`src/rtl/dport_pkg.sv`:
```
// Shared types for the parallel data port.
// Assumes: the three transfer shapes are word, low byte and high part.
package dport_pkg;

    typedef enum logic [1:0] {
        XFER_WORD = 2'd0,
        XFER_LOW  = 2'd1,
        XFER_HIGH = 2'd2
    } xfer_kind_t;

    // Choose the transfer shape from the width mode and the high-part select.
    function automatic xfer_kind_t xfer_kind(input logic word_mode, input logic hsel);
        if (word_mode)
            return XFER_WORD;
        else if (hsel)
            return XFER_HIGH;
        else
            return XFER_LOW;
    endfunction

endpackage

```
`src/rtl/dport_result_latch.sv`:
```
// Holds the newest conversion result and its channel number.
// Assumes: conv_done is a one-cycle pulse synchronous to clk.
module dport_result_latch #(
    parameter int DATA_W = 12,
    parameter int CHAN_W = 3
) (
    input  logic              clk,
    input  logic              rst_n,
    input  logic              conv_done,
    input  logic [DATA_W-1:0] conv_result,
    input  logic [CHAN_W-1:0] conv_chan,
    output logic [DATA_W-1:0] res_q,
    output logic [CHAN_W-1:0] chan_q
);

    // Load a new sample only when a conversion completes.
    always_ff @(posedge clk) begin
        if (!rst_n) begin
            res_q  <= '0;
            chan_q <= '0;
        end else if (conv_done) begin
            res_q  <= conv_result;
            chan_q <= conv_chan;
        end
    end

endmodule

```
`src/rtl/dport_read_mux.sv`:
```
// Builds the read image for the chosen transfer shape and registers it,
// together with the output enable.
// Assumes: HIGH_W + CHAN_W fits within BYTE_W; strobes are synchronous.
module dport_read_mux
    import dport_pkg::*;
#(
    parameter int DATA_W = 12,
    parameter int CHAN_W = 3,
    parameter int BYTE_W = 8
) (
    input  logic              clk,
    input  logic              rst_n,
    input  logic              cs_n,
    input  logic              rd_n,
    input  xfer_kind_t        kind,
    input  logic [DATA_W-1:0] res,
    input  logic [CHAN_W-1:0] chan,
    output logic [DATA_W-1:0] db_out,
    output logic              db_oe
);

    localparam int HIGH_W = DATA_W - BYTE_W;

    logic              rd_sel;
    logic [DATA_W-1:0] img_low;
    logic [DATA_W-1:0] img_high;
    logic [DATA_W-1:0] img;

    assign rd_sel = !cs_n && !rd_n;

    // Form the low-byte and high-part images, with all spare lines zero.
    always_comb begin
        img_low                   = '0;
        img_low[BYTE_W-1:0]       = res[BYTE_W-1:0];
        img_high                  = '0;
        img_high[HIGH_W-1:0]      = res[DATA_W-1:BYTE_W];
        img_high[HIGH_W +: CHAN_W] = chan;
    end

    // Pick the image that matches the transfer shape.
    always_comb begin
        unique case (kind)
            XFER_WORD: img = res;
            XFER_HIGH: img = img_high;
            default:   img = img_low;
        endcase
    end

    // Register the output and its enable; hold zero while deselected.
    always_ff @(posedge clk) begin
        if (!rst_n) begin
            db_oe  <= 1'b0;
            db_out <= '0;
        end else begin
            db_oe  <= rd_sel;
            db_out <= rd_sel ? img : '0;
        end
    end

endmodule

```
`src/rtl/dport_write_asm.sv`:
```
// Accepts writes on the rising edge of the write strobe and assembles
// configuration words, merging byte halves through a holding register.
// Assumes: strobes are synchronous; wr_n idles high.
module dport_write_asm
    import dport_pkg::*;
#(
    parameter int DATA_W = 12,
    parameter int BYTE_W = 8
) (
    input  logic              clk,
    input  logic              rst_n,
    input  logic              cs_n,
    input  logic              wr_n,
    input  xfer_kind_t        kind,
    input  logic [DATA_W-1:0] db_in,
    output logic              cfg_wr,
    output logic [DATA_W-1:0] cfg_word
);

    localparam int HIGH_W = DATA_W - BYTE_W;

    logic              wr_prev;
    logic              wr_take;
    logic [BYTE_W-1:0] hold_lo;

    assign wr_take = !wr_prev && wr_n && !cs_n;

    // Track the previous write strobe level to find its rising edge.
    always_ff @(posedge clk) begin
        if (!rst_n) wr_prev <= 1'b1;
        else        wr_prev <= wr_n;
    end

    // Keep the low byte of a byte-mode write until its high part arrives.
    always_ff @(posedge clk) begin
        if (!rst_n)
            hold_lo <= '0;
        else if (wr_take && kind == XFER_LOW)
            hold_lo <= db_in[BYTE_W-1:0];
    end

    // Emit a configuration word on word writes and on high-part writes.
    always_ff @(posedge clk) begin
        if (!rst_n) begin
            cfg_wr   <= 1'b0;
            cfg_word <= '0;
        end else begin
            cfg_wr <= 1'b0;
            if (wr_take) begin
                if (kind == XFER_WORD) begin
                    cfg_wr   <= 1'b1;
                    cfg_word <= db_in;
                end else if (kind == XFER_HIGH) begin
                    cfg_wr   <= 1'b1;
                    cfg_word <= {db_in[HIGH_W-1:0], hold_lo};
                end
            end
        end
    end

endmodule

```
`src/rtl/dport_parallel_port.sv`:
```
// Top of the parallel data port: joins the result latch, the read image
// builder and the write assembler; decodes the transfer shape.
// Assumes: all bus inputs are synchronous to clk.
module dport_parallel_port
    import dport_pkg::*;
#(
    parameter int DATA_W = 12,
    parameter int CHAN_W = 3,
    parameter int BYTE_W = 8
) (
    input  logic              clk,
    input  logic              rst_n,
    input  logic              cs_n,
    input  logic              rd_n,
    input  logic              wr_n,
    input  logic              word_mode,
    input  logic [DATA_W-1:0] db_in,
    output logic [DATA_W-1:0] db_out,
    output logic              db_oe,
    input  logic              conv_done,
    input  logic [DATA_W-1:0] conv_result,
    input  logic [CHAN_W-1:0] conv_chan,
    output logic              cfg_wr,
    output logic [DATA_W-1:0] cfg_word
);

    xfer_kind_t        kind;
    logic [DATA_W-1:0] res_q;
    logic [CHAN_W-1:0] chan_q;

    // Line BYTE_W doubles as the high-part select when bytes are moved.
    assign kind = xfer_kind(word_mode, db_in[BYTE_W]);

    dport_result_latch #(.DATA_W(DATA_W), .CHAN_W(CHAN_W)) u_latch (
        .clk         (clk),
        .rst_n       (rst_n),
        .conv_done   (conv_done),
        .conv_result (conv_result),
        .conv_chan   (conv_chan),
        .res_q       (res_q),
        .chan_q      (chan_q)
    );

    dport_read_mux #(.DATA_W(DATA_W), .CHAN_W(CHAN_W), .BYTE_W(BYTE_W)) u_rd (
        .clk    (clk),
        .rst_n  (rst_n),
        .cs_n   (cs_n),
        .rd_n   (rd_n),
        .kind   (kind),
        .res    (res_q),
        .chan   (chan_q),
        .db_out (db_out),
        .db_oe  (db_oe)
    );

    dport_write_asm #(.DATA_W(DATA_W), .BYTE_W(BYTE_W)) u_wr (
        .clk      (clk),
        .rst_n    (rst_n),
        .cs_n     (cs_n),
        .wr_n     (wr_n),
        .kind     (kind),
        .db_in    (db_in),
        .cfg_wr   (cfg_wr),
        .cfg_word (cfg_word)
    );

endmodule

```
`config.mk`:
```
export PLATFORM = sky130hd
export DESIGN_NAME = dport_parallel_port
export DESIGN_NICKNAME = d
export VERILOG_FILES = /design/src/rtl/dport_pkg.sv /design/src/rtl/dport_result_latch.sv /design/src/rtl/dport_read_mux.sv /design/src/rtl/dport_write_asm.sv /design/src/rtl/dport_parallel_port.sv
export SDC_FILE = /design/constraint.sdc
export NUM_CORES = 1
export LEC_CHECK = 0
export BUFFER_PORTS_ARGS = -buffer_cell sky130_fd_sc_hd__buf_2
export CAP_MARGIN = 20
export CORE_UTILIZATION = 44
export CTS_BUF_LIST = sky130_fd_sc_hd__clkbuf_8 sky130_fd_sc_hd__clkbuf_16
export CTS_CLUSTER_SIZE = 40
export DETAILED_ROUTE_END_ITERATION = 7
export GPL_TIMING_DRIVEN = 0
export HOLD_SLACK_MARGIN = 0.1
export PLACE_DENSITY = 0.78
export SETUP_SLACK_MARGIN = 0.02
export SLEW_MARGIN = 10
export SYNTH_ARGS = -nofsm -noshare
export SYNTH_HDL_FRONTEND = slang
export SYNTH_SLANG_ARGS = --single-unit
```
`constraint.sdc`:
```
create_clock -name clk -period 3.7 [get_ports clk]
set_input_delay 0.37 -clock clk [delete_from_list [all_inputs] [get_ports clk]]
set_output_delay 0.37 -clock clk [all_outputs]
set_load 0.01 [all_outputs]
```
# Word level (Yosys, flattened, before mapping)
# Index checks and enable logic that the tools add are counted.
[word_totals]
regBits = 50
in_bits = 34
out_inout_bits = 26
word_cells = 29
[classes]
n_eq_ne = 2
muxes = 7
reduce_logical = 12
[ops]
columns = ["op", "n"]
rows = [
  ["$mux 12", 2],
  ["$pmux 12 s2", 1],
  ["$reduce_and 2->1", 3],
  ["$logic_and 1x1->1", 4],
  ["$mux 2", 2],
  ["$logic_not 1->1", 3],
  ["$eq 2x1->1 const B", 1],
  ["$eq 2x2->1 const B", 1],
  ["$logic_not 2->1", 1],
  ["$mux 1", 2],
  ["$reduce_bool 2->1", 1],
]

# Depth between registers and ports, before layout
[depth]
word_depth = 5
mapped_depth = 5
mapped_depth_nobuf = 4

# Cells and area by module
# Synthesis repeated with hierarchy kept, for this count alone.
[hier_totals]
cells_unflattened = 183
area_unflattened_um2 = 1983.2
[by_module_without_submodules]
columns = ["mod", "instances", "cells_each", "area_each_um2", "seq_area_each_um2"]
rows = [
  ["dport_write_asm", 1, 95, 947.2, 440.4],
  ["dport_result_latch", 1, 48, 579.3, 300.3],
  ["dport_read_mux", 1, 38, 439.2, 260.2],
  ["dport_parallel_port", 1, 2, 17.5, 0.0],
]

# Worst setup path before layout
# Ideal clock, no wire load.
[synth_path]
kind = "input to register"
startpoint = "input port word_mode"
endpoint = "register u_wr.cfg_word[10]"
setup_time_ps = 116
arrival_time_ps = 1199
required_time_ps = 3584
path_slack_ps = 2385
stages = 5
path_buffers = 2
path_cell_list = "buf_6 -> or2_4 -> and2_4 -> buf_6 -> o211a_1"
[synth_between]
elab_chain_len = 4
elab_cells_between_ends = 6
cone_classes = "eq/ne: 1; mux: 2; reduce/logical: 3"
[synth_rtl]
columns = ["item", "line_no", "source"]
rows = [
  ["start, declared", "dport_parallel_port.sv:16", "input logic word_mode,"],
  ["$mux 2 (*)", "dport_pkg.sv:13", "if (word_mode)"],
  ["$eq 2x2->1 / $logic_not 2->1 (equally long branches)", "dport_write_asm.sv:53, dport_write_asm.sv:50", ""],
  ["$reduce_bool 2->1 (no line)", "-", ""],
  ["$reduce_and 2->1 (no line)", "-", ""],
  ["end signal, assigned", "dport_write_asm.sv:52", "cfg_word <= db_in;"],
  ["end signal, assigned", "dport_write_asm.sv:55", "cfg_word <= {db_in[HIGH_W-1:0], hold_lo};"],
  ["end, declared", "dport_write_asm.sv:17", "output logic [DATA_W-1:0] cfg_word"],
]
# Every way passes the cells marked *; elsewhere a longest branch is shown, timed or not.
# A chain may end at the register's enable or synchronous reset.

# Final worst setup path
[layout_path]
startpoint = "register u_wr.wr_prev"
endpoint = "register u_wr.cfg_word[0]"
[layout_between]
elab_chain_len = 4
[layout_rtl]
columns = ["item", "line_no", "source"]
rows = [
  ["start, declared", "dport_write_asm.sv:22", "logic wr_prev;"],
  ["start signal, assigned", "dport_write_asm.sv:31", "else wr_prev <= wr_n;"],
  ["$logic_not 1->1", "dport_write_asm.sv:26", "assign wr_take = !wr_prev && wr_n && !cs_n;"],
  ["$logic_and 1x1->1 (2 in a row)", "dport_write_asm.sv:26", ""],
  ["$reduce_and 2->1 (no line)", "-", ""],
]
# Every way passes these cells.

==> flow_summary.toml <==
[logic_synthesis]
synth_edf_count = 0
netlist_area_um2 = 1934
ys_top_cells_by_count = "dfxtp_1, mux2i_1, nand2_1"
yosysSeqAreaShare = 0.5175
synth_area_leaders = "dfxtp_1, mux2i_1, o211a_1"
synth_nets = 227
synth_warnings = 0
yosysMostFrequentCell = "dfxtp_1"
synthArstFlopShare = 0
synth_flop_cell = "dfxtp_1"
synth_area_leader_cell = "dfxtp_1"
syn_area_per_cell_um2 = 10.02
synth_top_family_by_area = "simple AND/OR/NAND/NOR gates"
synth.distinct_cells = 24
synth_mux_area_frac = 0.1345
synth-xor-area-share = 0
syn-instance-count = 193
yosys.area_share.adder = 0
synth-compound-area-share = 0.1028
synth.top_cell.area_share = 0.5175
synth-simple-area-share = 0.2025
synth_seq_cells = 50

[min_path]
whs_endpoint = "u_wr.wr_prev"
hold_path_class = "in2reg"
holdPathStages = 2
hold_path.startpoint = "wr_n"

[placed_design]
gp_congestion = 0.7603
io_buffers = 58
pre_cts_slack_ns = 2.137
dp.final_hpwl_um = 2890

[finish]
final_util = 0.5816
fill_cells = 374
nNetsFinal = 292
drive_above_1_share = 0.2934
area_growth_pct = 23.74
n_antenna_cell = 0

[floorplan]
core-area_um2 = 4115
rows = 23
initial_core_util = 0.4701
die-area_um2 = 4666
die_x_um = 68.31
die_y_um = 68.31
io_pins = 60

[power]
power_density_nw_per_um2 = 431.0
power_mw = 1.032
ir_drop_mv = 0.1971
leakage_nw = 1.238

[clock_tree]
cts.htree.levels = 2
clkTransAtPathRegs_ns = 0.08
cts_hold_buf = 0
clk_latency_ns = 0.31
ctsResizeCount = 0
clock-root-buffer = "clkbuf_8"
cts_setup_buffers = 0
clock_sinks = 50
clockBufferDepth = 2
cts_tree = "built"
numCtsBuffers = 5

[worst_setup_path]
arrival_ns = 1.61
critical_path_class = "reg2reg"
worstPathRequired_ns = 3.90
max_stage_delay_ns = 0.38
critical_path.top_delay_family = "simple AND/OR/NAND/NOR gates"
reg2reg_depth = 4
cp_num_buf_inv = 1
slowest_stage = "clkbuf_1"
worstPathMaxFanout = 10
rrSetupSlack_ns = 2.30
path_cells = "nor3b_2 -> clkbuf_1 -> nand3_1 -> o211a_1"
end_kind = "flip-flop"
reg2reg_from = "u_wr.wr_prev"
startpoint_type = "flip-flop"
rr_endpoint = "u_wr.cfg_word[0]"

[route]
postRouteAntennaNets = 0
viasPerCell = 5.071
wire_per_inst_um = 13.41
drt-pass1-iter-count = 4
drt-total-wl_um = 4143
drt_iter0_markers = 130
drc = 0
num_vias = 1567

[timing]
setup_violations = 0
finalWorstSetupSlack_ns = 2.298
holdWs_ns = 0.2628
slew_headroom = 0.6407
fin_setup_tns_ns = 0
finalHoldViolations = 0
finalClockSkew_ns = 0.006291
period_minus_slack_ns = 1.402
tightest_slew_ns = 0.5378
max_clock_freq_mhz = 713.4
rsz0062_at_grt = "no"
finalCritPeriodShare = 0.3788
drv_slew = 0

[global_routing]
grt_overflow = 0
first_global_vias = 1386
antenna_found_initial = 0
grt_max_degree = 15
grtUsageTotal = 0.1953
grt_pass1_wl_um = 6472

[outcome]
status = "finished, final reports clean"

[run]
drv_cap = 0
how the worst max path moves through the flow:
| stage | from | to | slack, ns | depth (start not counted) |
|---|---|---|---|---|
| after floorplan | word_mode | u_wr.cfg_word[10] | 2.39 | 5 |
| after global placement | cs_n | u_wr.cfg_word[4] | 2.16 | 5 |
| after detailed placement | cs_n | u_wr.cfg_word[4] | 2.14 | 5 |
| after CTS | u_wr.wr_prev | u_wr.cfg_word[4] | 2.30 | 4 |
| after global routing | u_wr.wr_prev | u_wr.cfg_word[1] | 2.16 | 4 |
| final | u_wr.wr_prev | u_wr.cfg_word[0] | 2.30 | 4 |
flip-flops by register name, indices dropped and copies added, names as in the netlist:
signal / cells
u_latch.res_q: 12
u_rd.db_out: 12
u_wr.cfg_word: 12
u_wr.hold_lo: 8
u_latch.chan_q: 3
u_rd.db_oe: 1
u_wr.cfg_wr: 1
u_wr.wr_prev: 1
layout by cell type, fill, tap and decap left out, types with 5 or more instances in the layout:
master    Yosys  final
clkbuf_8      0      5
dfxtp_1      50     50
nand3_1      11     11
buf_2         6     64
o211a_1      11     11
nand2_1      24     24
a21oi_1       7      7
o21ai_0       7      7
nor2b_1      16     16
clkbuf_1      5      5
and3_1        6      6
mux2i_1      26     26
nand4_1       8      8
stage by stage:
stage | instances | cell area [µm²]
5_1_grt | 309 | 2394
6_report | 309 | 2394
3_3_place_gp | 301 | 2287
3_5_place_dp | 301 | 2287
4_1_cts | 309 | 2394
2_1_floorplan | 193 | 1934
worst reg2reg max path, cell delays in order, from the launching register on:
cell,delay [ns]
dfxtp_1,0.32
nor3b_2,0.32
clkbuf_1,0.38
nand3_1,0.14
o211a_1,0.15
kinds of logic (layout without fill, tap and decap cells):
family	Yosys count	count (layout)
simple gates	73	73
compound gates	28	28
mux	26	26
flops	50	50
buf+inv	16	82
power breakdown:
group / switching (mW) / internal (mW)
Combinational: 0.0529 / 0.0457
Sequential: 0.00752 / 0.555
Clock: 0.174 / 0.197
Total: 0.234 / 0.797
routing by layer:
layer	vias up	wire length, µm	global-route usage
li1	797	-	-
met1	709	1946	0.2523
met2	53	1880	0.2953
met3	8	216	0.04000
met4	0	99	0.1198
met5	-	0	0
final cells by class:
type | count | area, µm² | area share
sequential | 50 | 1001 | 0.4182
multi-input combinational | 127 | 850.8 | 0.3555
timing repair buffer | 58 | 290.3 | 0.1213
buffer | 15 | 78.83 | 0.03293
clock buffer | 5 | 68.82 | 0.02875
tap | 50 | 62.56 | 0.02614
clock inverter | 3 | 37.54 | 0.01568
inverter | 1 | 3.754 | 0.001568
Note: power is estimated with default switching activity, not from simulation.
